`src/rtl/bss_pkg.sv`:
```
package bss_pkg;
  localparam int MODE_W = 2;
  localparam int STEP_W = 3;

  localparam logic [MODE_W-1:0] M_IMM = 2'b00;
  localparam logic [MODE_W-1:0] M_DIR = 2'b01;
  localparam logic [MODE_W-1:0] M_IND = 2'b10;

  typedef enum logic [STEP_W-1:0] {
    ST1 = 3'd0, ST2 = 3'd1, ST3 = 3'd2, ST4 = 3'd3,
    ST5 = 3'd4, ST6 = 3'd5, ST7 = 3'd6
  } step_e;

  typedef struct packed {
    logic pc_drv;
    logic tmp_drv;
    logic mdr_drv;
    logic ir_drv;
    logic pc_ld;
    logic mar_ld;
    logic tmp_ld;
    logic ir_ld;
    logic dst_ld;
    logic alu_inc;
    logic mem_rd;
    logic done;
    logic hold;
  } ctrl_t;
endpackage

```
`src/rtl/bss_step_counter.sv`:
```
module bss_step_counter
  import bss_pkg::*;
(
  input  logic  clk,
  input  logic  rst,
  input  logic  hold,
  input  logic  done,
  output step_e step
);
  always_ff @(posedge clk) begin
    if (rst)       step <= ST1;
    else if (done) step <= ST1;
    else if (!hold) step <= step_e'(step + 3'd1);
  end
endmodule

```
`src/rtl/bss_ctrl_decode.sv`:
```
module bss_ctrl_decode
  import bss_pkg::*;
(
  input  logic              rst,
  input  step_e             step,
  input  logic [MODE_W-1:0] mode,
  input  logic              mem_ready,
  output ctrl_t             c
);
  always_comb begin
    c = '0;
    if (!rst) begin
      case (step)
        ST1: begin
          c.pc_drv  = 1'b1;
          c.mar_ld  = 1'b1;
          c.alu_inc = 1'b1;
          c.tmp_ld  = 1'b1;
        end
        ST2: begin
          c.tmp_drv = 1'b1;
          c.pc_ld   = 1'b1;
          c.mem_rd  = 1'b1;
        end
        ST3: begin
          c.mem_rd = 1'b1;
          if (mem_ready) begin
            c.mdr_drv = 1'b1;
            c.ir_ld   = 1'b1;
          end else begin
            c.hold = 1'b1;
          end
        end
        ST4: begin
          case (mode)
            M_IMM: begin
              c.ir_drv = 1'b1;
              c.dst_ld = 1'b1;
              c.done   = 1'b1;
            end
            M_DIR, M_IND: begin
              c.ir_drv = 1'b1;
              c.mar_ld = 1'b1;
            end
            default: c.done = 1'b1;
          endcase
        end
        ST5: c.mem_rd = 1'b1;
        ST6: begin
          c.mem_rd = 1'b1;
          if (mem_ready) begin
            c.mdr_drv = 1'b1;
            if (mode == M_IND) begin
              c.mar_ld = 1'b1;
            end else begin
              c.dst_ld = 1'b1;
              c.done   = 1'b1;
            end
          end else begin
            c.hold = 1'b1;
          end
        end
        ST7: begin
          c.mem_rd = 1'b1;
          if (mem_ready) begin
            c.mdr_drv = 1'b1;
            c.dst_ld  = 1'b1;
            c.done    = 1'b1;
          end else begin
            c.hold = 1'b1;
          end
        end
        default: c.done = 1'b1;
      endcase
    end
  end
endmodule

```
`src/rtl/bus_step_sequencer.sv`:
```
module bus_step_sequencer
  import bss_pkg::*;
(
  input  logic              clk,
  input  logic              rst,
  input  logic [MODE_W-1:0] mode,
  input  logic              mem_ready,
  output logic              pc_drv,
  output logic              tmp_drv,
  output logic              mdr_drv,
  output logic              ir_drv,
  output logic              pc_ld,
  output logic              mar_ld,
  output logic              tmp_ld,
  output logic              ir_ld,
  output logic              dst_ld,
  output logic              alu_inc,
  output logic              mem_rd,
  output logic              instr_done
);
  step_e step_q;
  ctrl_t ctl;

  bss_step_counter u_cnt (
    .clk  (clk),
    .rst  (rst),
    .hold (ctl.hold),
    .done (ctl.done),
    .step (step_q)
  );

  bss_ctrl_decode u_dec (
    .rst       (rst),
    .step      (step_q),
    .mode      (mode),
    .mem_ready (mem_ready),
    .c         (ctl)
  );

  assign pc_drv     = ctl.pc_drv;
  assign tmp_drv    = ctl.tmp_drv;
  assign mdr_drv    = ctl.mdr_drv;
  assign ir_drv     = ctl.ir_drv;
  assign pc_ld      = ctl.pc_ld;
  assign mar_ld     = ctl.mar_ld;
  assign tmp_ld     = ctl.tmp_ld;
  assign ir_ld      = ctl.ir_ld;
  assign dst_ld     = ctl.dst_ld;
  assign alu_inc    = ctl.alu_inc;
  assign mem_rd     = ctl.mem_rd;
  assign instr_done = ctl.done;
endmodule

```
`config.mk`:
```
export PLATFORM = sky130hd
export DESIGN_NAME = bus_step_sequencer
export DESIGN_NICKNAME = d
export VERILOG_FILES = /design/src/rtl/bss_pkg.sv /design/src/rtl/bss_step_counter.sv /design/src/rtl/bss_ctrl_decode.sv /design/src/rtl/bus_step_sequencer.sv
export SDC_FILE = /design/constraint.sdc
export NUM_CORES = 1
export LEC_CHECK = 0
export ABC_AREA = 1
export CAP_MARGIN = 20
export CORE_AREA = 2 2 39 41
export DETAILED_ROUTE_END_ITERATION = 12
export DIE_AREA = 0 0 41 43
export HOLD_SLACK_MARGIN = 0.06
export SYNTH_ARGS = -nofsm -noshare
export SYNTH_HDL_FRONTEND = slang
export SYNTH_SLANG_ARGS = --single-unit
```
`constraint.sdc`:
```
create_clock -name clk -period 2 [get_ports clk]
set_input_delay 0.6 -clock clk [delete_from_list [all_inputs] [get_ports clk]]
set_output_delay 0.6 -clock clk [all_outputs]
set_load 0.03 [all_outputs]
```
Yosys cells after proc, flatten, opt, wreduce, memory -nomap -nowiden
Index checks and enable logic that the tools add are counted.
Storage, ports and cells
  output and inout port bits: 12
  bits in registers: 3
Cells by class
  reductions and logical operators: 8
  multiplexer cells: 21
  equality and inequality tests: 8
  $add $sub $neg: 1
Operators with widths (number)
  $mux W1: 17
  $mux W13: 1
  $eq A3 B3 Y1 const B: 3
  $eq A3 B2 Y1 const B: 2
  $pmux W1 S3: 2
  $reduce_or A3 Y1: 2
  $reduce_or A5 Y1: 1
  $pmux W1 S4: 1
  $reduce_or A2 Y1: 2
  $reduce_or A4 Y1: 1
  $add A3 B1 Y3 const B: 1
  $eq A3 B1 Y1 const B: 1
  $logic_not A3 Y1: 1
  $eq A2 B1 Y1 const B: 1
  $eq A2 B2 Y1 const B: 1
  $logic_not A2 Y1: 1

Longest topological paths before layout
Gate-level depths: netlist of the first run.
  word-level depth: 6
  gate-level depth with buffers: 9
  gate-level depth less buffers: 9

Modules after synthesis
A second synthesis of the first run with hierarchy kept.
Unflattened totals
  cells, all modules: 64
  area, all modules: 380.4 um2
By module, submodules not included
  bss_ctrl_decode: cells each 47, area each 235.2 um2, seq. area each 0.0 um2, instances 1
  bss_step_counter: cells each 17, area each 145.1 um2, seq. area each 60.1 um2, instances 1

Least setup slack after synthesis of the first run
Ideal clock, no wire load.
  path kind: input port to output port
  start point: input port rst
  end point: output port mar_ld
  path buffers: 1
  required time: 1.400 ns
  data arrival time: 1.865 ns
  path slack: -0.465 ns
  cell stages on the path: 3
  path through: buf_6 > nor3_1 > a21o_1
On the way
  word-level cells in the longest chain between the ends: 1
Ends and longest elaborated chain
  start: declaration: RTL line bus_step_sequencer.sv:5  | input logic rst,
  $mux W13: RTL line bss_ctrl_decode.sv:12  | if (!rst) begin
  end: declaration: RTL line bus_step_sequencer.sv:13  | output logic mar_ld,
Every way passes these cells.

Worst setup path after layout of the first run
  start point: input port mode[0]
  end point: output port dst_ld
On the way
  word-level cells in the longest chain between the ends: 5
  elaborated cells on any way between the ends: 7
  those cells by class: 1 x eq/ne; 5 x mux; 1 x reduce/logical
Ends and longest elaborated chain
  start: declaration: RTL line bus_step_sequencer.sv:6  | input logic [MODE_W-1:0] mode,
  $eq A2 B2 Y1: RTL line bss_ctrl_decode.sv:53  | if (mode == M_IND) begin
  $mux W1: RTL line bss_ctrl_decode.sv:53
  $mux W1: RTL line bss_ctrl_decode.sv:51  | if (mem_ready) begin
  $pmux W1 S3 (*): RTL line bss_ctrl_decode.sv:13  | case (step)
  $mux W13 (*): RTL line bss_ctrl_decode.sv:12
  end: declaration: RTL line bus_step_sequencer.sv:16  | output logic dst_ld,
Mark *: on every way between the ends. The rest lies on a longest branch, timed or not.

==> flow_metrics.py, run 1 <==
metrics = {
    "route": {
        "ant_nets": 0,
        "viasPerCell": 4.55,
        "post_drt_wl_per_cell_um": 10.8,
        "drc": 0,
        "routed_wl_mm": 1.36,
        "first_iter_violations": 5,
        "vias": 573,
        "drtPass1Iterations": 4,
    },
    "die": {
        "rows": 14,
        "die_h_um": 43,
        "die_x_um": 41,
        "io_pins": 17,
        "coreArea_mm2": 0.00138,
        "floorplan.initialDensity_pct": 32.7,
        "dieArea_mm2": 0.00176,
    },
    "final_layout": {
        "ff_latch_area_um2": 67.6,
        "largest-register": "u_cnt.step",
        "top_regs": "u_cnt.step: 3 flops",
        "fin_nets": 124,
        "largest_register_ffs": 3,
        "final_cell_area_um2": 947,
        "final_layout_size_suffix_gt1_share_pct": 62.7,
        "final_cells": 126,
        "multi_input_area_um2": 460,
        "insertedDiodeCount": 0,
        "area_growth_pct": 109,
        "fill_cells": 110,
    },
    "clock_tree": {
        "cts_buffers": 3,
        "cts_tree": "yes",
        "ctsLongestPathBuffers": 2,
        "ctsHtreeMaxLevel": 1,
        "clock-root-buffer": "clkbuf_4",
        "clk_pin_slew_ns": 0.04,
        "cts_sinks": 3,
        "clkLatencyLatePin_ns": 0.23,
    },
    "yosys": {
        "yosysWarnings": 0,
        "synth_fa_ha_area_share_pct": 22.1,
        "yosys.area_share.simple_pct": 35.6,
        "synth_top_family_by_area": "simple AND/OR/NAND/NOR gates",
        "syn_nets": 90,
        "synth_seq_area_share_pct": 13.3,
        "async_reset_ff_share_pct": 0,
        "synth_area_leaders": "ha_1, nand2_1, dfxtp_1, inv_1, nor2_1",
        "synth_xor_area_share_pct": 0,
        "yosysMostFrequentCell": "nand2_1",
        "synth_edf_count": 0,
        "post_synth.cell_area_avg_um2": 5.88,
        "ys_ff_latch": 3,
        "ys.flop_type": "dfxtp_1",
        "synth_commonest_cells": "nand2_1, inv_1, nor2_1, ha_1",
        "synth_cell_types": 14,
        "synth-compound-area-share_pct": 8.29,
        "yosysTopAreaCell": "ha_1",
        "syn-cell-area_um2": 453,
        "syn_inst": 77,
        "synth_top_area_share_pct": 22.1,
        "synthMuxAreaShare_pct": 0,
    },
    "global_routing": {
        "grt_max_degree": 9,
        "gr-total-overflow": 0,
        "grt_pass1_wl_mm": 2.07,
        "grt_pass1_vias": 489,
        "grt.total_usage_pct": 16.6,
        "antenna_found_initial": 0,
    },
    "critical_path": {
        "rr_startpoint": "u_cnt.step[1]",
        "start_kind": "primary input",
        "end_kind": "output pin",
        "crit_path_start": "mode[0]",
        "crit_fanout": 3,
        "criticalPathCategory": "in -> out",
        "r2r_slack_ns": 0.69,
        "cp_data_arrival_time_ns": 1.44,
        "cp.required_ns": 1.40,
    },
    "timing": {
        "timing.final.crit_share_pct": 102,
        "timing.final.ws_setup_ns": -0.0379,
        "maxSlewHeadroom_pct": 84.7,
        "finalClockSkew_ns": 0.00354,
        "fmax_ghz": 0.491,
        "period_needed_ns": 2.04,
        "drv_slew": 0,
        "tightest_slew_ns": 0.227,
        "grt_setup_unrepaired": "yes",
        "hold_violations": 0,
        "setup_viol": 3,
    },
    "placement": {
        "dpl.cell_count": 116,
        "hpwl_um": 843,
        "place_congestion": 0.744,
        "dp_slack_ns": -0.544,
        "numPortBuffers": 16,
        "place_area_um2": 681,
    },
    "job": {
        "drv_cap": 0,
    },
    "power_and_ir_drop": {
        "power.density_mw_per_mm2": 1210,
        "peakVddDrop_mv": 0.898,
        "leakagePower_nw": 0.451,
    },
    "run_status": {
        "violations": "negative setup slack",
        "status": "finished, violations left",
    },
    "worst_hold_path": {
        "min_from": "u_cnt.step[0]",
        "hp-class": "reg -> reg",
    },
}
[where the power goes]
part | switching [mW] | internal (mW) | total (mW)
Sequential | 0.0484 | 0.0947 | 0.143
Clock | 0.0328 | 0.0749 | 0.108
Combinational | 0.481 | 0.411 | 0.892
Total | 0.562 | 0.581 | 1.14
[cell families (layout without fill, tap and decap cells)]
| group | Yosys count | after routing |
|---|---|---|
| AO/OA/AOI/OAI | 7 | 7 |
| adder cells (fa/ha/maj) | 8 | 8 |
| buffers and inverters | 20 | 53 |
| flip-flops | 3 | 3 |
| AND/OR/NAND/NOR | 39 | 39 |
[worst paths after layout]
path	to	depth (start not counted)
max	dst_ld	11
min	u_cnt.step[0]	4
max reg2reg	u_cnt.step[1]	9
min reg2reg	u_cnt.step[0]	4
[cell type report]
| class | instances | area share (%) |
|---|---|---|
| inverters | 16 | 7.66 |
| clock buffers | 4 | 2.77 |
| repair buffers | 33 | 31.7 |
| flip-flops and latches | 3 | 7.13 |
| multi-input cells | 54 | 48.6 |
| well taps | 16 | 2.11 |
[routing by layer]
layer	global-route usage [%]	vias to the layer above	share of wire, %
li1	-	303	-
met2	26.9	15	55
met3	6.28	2	4.6
met1	21.8	253	40
met4	0	0	1.0
met5	0	-	0
[critical path, stage by stage]
cell and delay, ns:
buf_8 0.10, inv_6 0.05, ha_4 0.12, inv_2 0.03
nand2_2 0.06, nor2_2 0.05, nor2_2 0.13, nand2_1 0.07
nand2_1 0.06, inv_1 0.04, buf_6 0.13
[per-stage QoR]
step / utilization [%] / hold WS, ns / total power [mW] / setup TNS (ns)
3_5_place_dp: 49.2 / 0.611 / 0.753 / -3.70
2_1_floorplan: - / 0.564 / 0.555 / 0
3_3_place_gp: 49.2 / 0.604 / 0.747 / -3.49
6_report: 68.4 / 0.614 / 1.14 / -0.0858
4_1_cts: 61.9 / 0.600 / 1.02 / -0.166
5_1_grt: 68.4 / 0.666 / 1.23 / -0.529
[cell usage in the layout (no fill, tap or decap), types with 3 or more instances in the layout]
cell	n
inv_4	3
buf_6	12
clkbuf_4	3
a21oi_2	4
nor2_4	3
inv_1	9
nand3_1	4
buf_4	18
nor2_2	4
nand2_2	4
ha_4	6
nand2_1	16
nor2_1	5
inv_2	3
[what timing repair did]
action / CTS / global route
hold buffers: 0 / 0
endpoints found under the setup margin: 12 / 12
pin swaps: 11 / 11
gates resized for setup: 52 / 20
gates cloned: 0 / 0
buffers inserted: 3 / 3
No activity file was read; power rests on OpenSTA's default activity.
==> inputs of run 2 (changes only) <==
Settings changed: SETUP_SLACK_MARGIN set to 0.02.
==> run 2 against run 1 <==
Largest cell class unchanged; register-to-register slack got worse by 0.08 ns; worst setup slack got worse by 0.049 ns; total power rose by 8.7%; critical path type unchanged; count of clock-buffer cells in the layout did not move; the flow still finishes with violations (negative setup slack).
==> flow_metrics.py, run 2 (synthesized netlist as in run 1, its figures left out) <==
metrics = {
    "clock_tree": {
        "ctsLongestPathBuffers": 2,
        "clkLatencyLatePin_ns": 0.23,
        "hold_buffers": 0,
        "cts_tree": "yes",
        "cts_buffers": 3,
        "clk_pin_slew_ns": 0.04,
        "clock-root-buffer": "clkbuf_4",
        "cts_sinks": 3,
        "ctsHtreeMaxLevel": 1,
    },
    "die": {
        "dieArea_mm2": 0.00176,
        "floorplan.initialDensity_pct": 32.7,
        "die_x_um": 41,
        "io_pins": 17,
        "die_h_um": 43,
        "coreArea_mm2": 0.00138,
        "rows": 14,
    },
    "global_routing": {
        "grt.total_usage_pct": 17.5,
        "grt_pass1_wl_mm": 2.11,
        "grt_pass1_vias": 544,
        "antenna_found_initial": 0,
        "grt_max_degree": 9,
        "gr-total-overflow": 0,
    },
    "route": {
        "drtPass1Iterations": 4,
        "viasPerCell": 4.65,
        "post_drt_wl_per_cell_um": 11.6,
        "drc": 0,
        "routed_wl_mm": 1.51,
        "ant_nets": 0,
        "vias": 604,
        "first_iter_violations": 4,
    },
    "final_layout": {
        "insertedDiodeCount": 0,
        "largest_register_ffs": 3,
        "final_cell_area_mm2": 0.00103,
        "area_growth_pct": 127,
        "top_regs": "u_cnt.step: 3 flops",
        "final_layout_size_suffix_gt1_share_pct": 64.0,
        "layout_common_cells": "buf_4, buf_6, nand2_1",
        "largest-register": "u_cnt.step",
        "fin_nets": 128,
    },
    "timing": {
        "grt_setup_unrepaired": "yes",
        "drv_slew": 0,
        "tns_ns": -0.152,
        "hold_violations": 0,
        "finalClockSkew_ns": 0.00128,
        "tightest_slew_ns": 0.229,
        "maxSlewHeadroom_pct": 84.5,
        "setup_viol": 3,
        "timing.final.ws_setup_ns": -0.0867,
        "period_needed_ns": 2.09,
        "hold_slack_ns": 0.614,
        "fmax_ghz": 0.479,
        "timing.final.crit_share_pct": 104,
    },
    "critical_path": {
        "crit_path_start": "mode[0]",
        "cp_data_arrival_time_ns": 1.49,
        "rr_startpoint": "u_cnt.step[1]",
        "criticalPathCategory": "in -> out",
        "start_kind": "primary input",
        "crit_fanout": 2,
        "end_kind": "output pin",
        "cp.required_ns": 1.40,
    },
    "placement": {
        "dp_slack_ns": -0.590,
        "numPortBuffers": 16,
        "place_area_um2": 722,
        "hpwl_um": 883,
        "place_congestion": 0.732,
    },
    "worst_hold_path": {
        "hp-class": "reg -> reg",
        "min_from": "u_cnt.step[0]",
    },
    "power_and_ir_drop": {
        "p_total_mw": 1.24,
        "leakagePower_nw": 0.483,
        "power.density_mw_per_mm2": 1210,
        "peakVddDrop_mv": 0.760,
    },
    "run_status": {
        "violations": "negative setup slack",
        "status": "finished, violations left",
    },
    "job": {
        "drv_cap": 0,
    },
}
==> run 2: per-layer routing <==
metal / wire length (um) / part of all wire, % / vias to the layer above / GRT usage, %
met4: 23 / 1.5 / 0 / 8.00
met5: 0 / 0 / - / 0
met1: 547 / 36 / 280 / 17.9
met3: 24 / 1.6 / 4 / 1.57
li1: - / - / 307 / -
met2: 917 / 61 / 13 / 32.2
==> run 2: final cells by class <==
class	instances	area, um2
multi-input combinational	54	480
timing repair buffer	37	364
tap	16	20.0
fill	95	355
inverter	16	70.1
sequential	3	67.6
clock buffer	4	26.3
==> run 2: power breakdown <==
group | switching (mW) | internal [mW] | leakage, nW
registers | 0.0509 | 0.0948 | 0.0259
logic | 0.518 | 0.472 | 0.442
clock network | 0.0317 | 0.0748 | 0.0150
==> run 2: stage by stage <==
step / util (%) / std cells
6_report: 74.3 / 130
5_1_grt: 74.3 / 130
4_1_cts: 66.5 / 125
3_5_place_dp: 52.2 / 120
3_3_place_gp: 52.2 / 120
2_1_floorplan: - / 77
==> run 2: critical path, stage by stage <==
cell	delay, ns
buf_8	0.08
inv_6	0.03
ha_4	0.15
inv_2	0.04
nand2_1	0.05
nor2_1	0.08
nor2_1	0.06
buf_4	0.14
a21oi_4	0.11
buf_6	0.14
==> run 2: worst paths after layout <==
check / to / depth (start not counted) / slack, ns
worst max-delay path: instr_done / 10 / -0.09
worst min-delay path: u_cnt.step[0] / 4 / 0.61
worst max register to register: u_cnt.step[2] / 11 / 0.61
worst min register to register: u_cnt.step[0] / 4 / 0.61
==> run 2: what timing repair did <==
action / 4_1_cts / 5_1_grt
endpoints found under the setup margin: 12 / 12
gates resized for setup: 62 / 17
gates cloned: 0 / 0
pin swaps: 11 / 14
setup buffers: 1 / 5
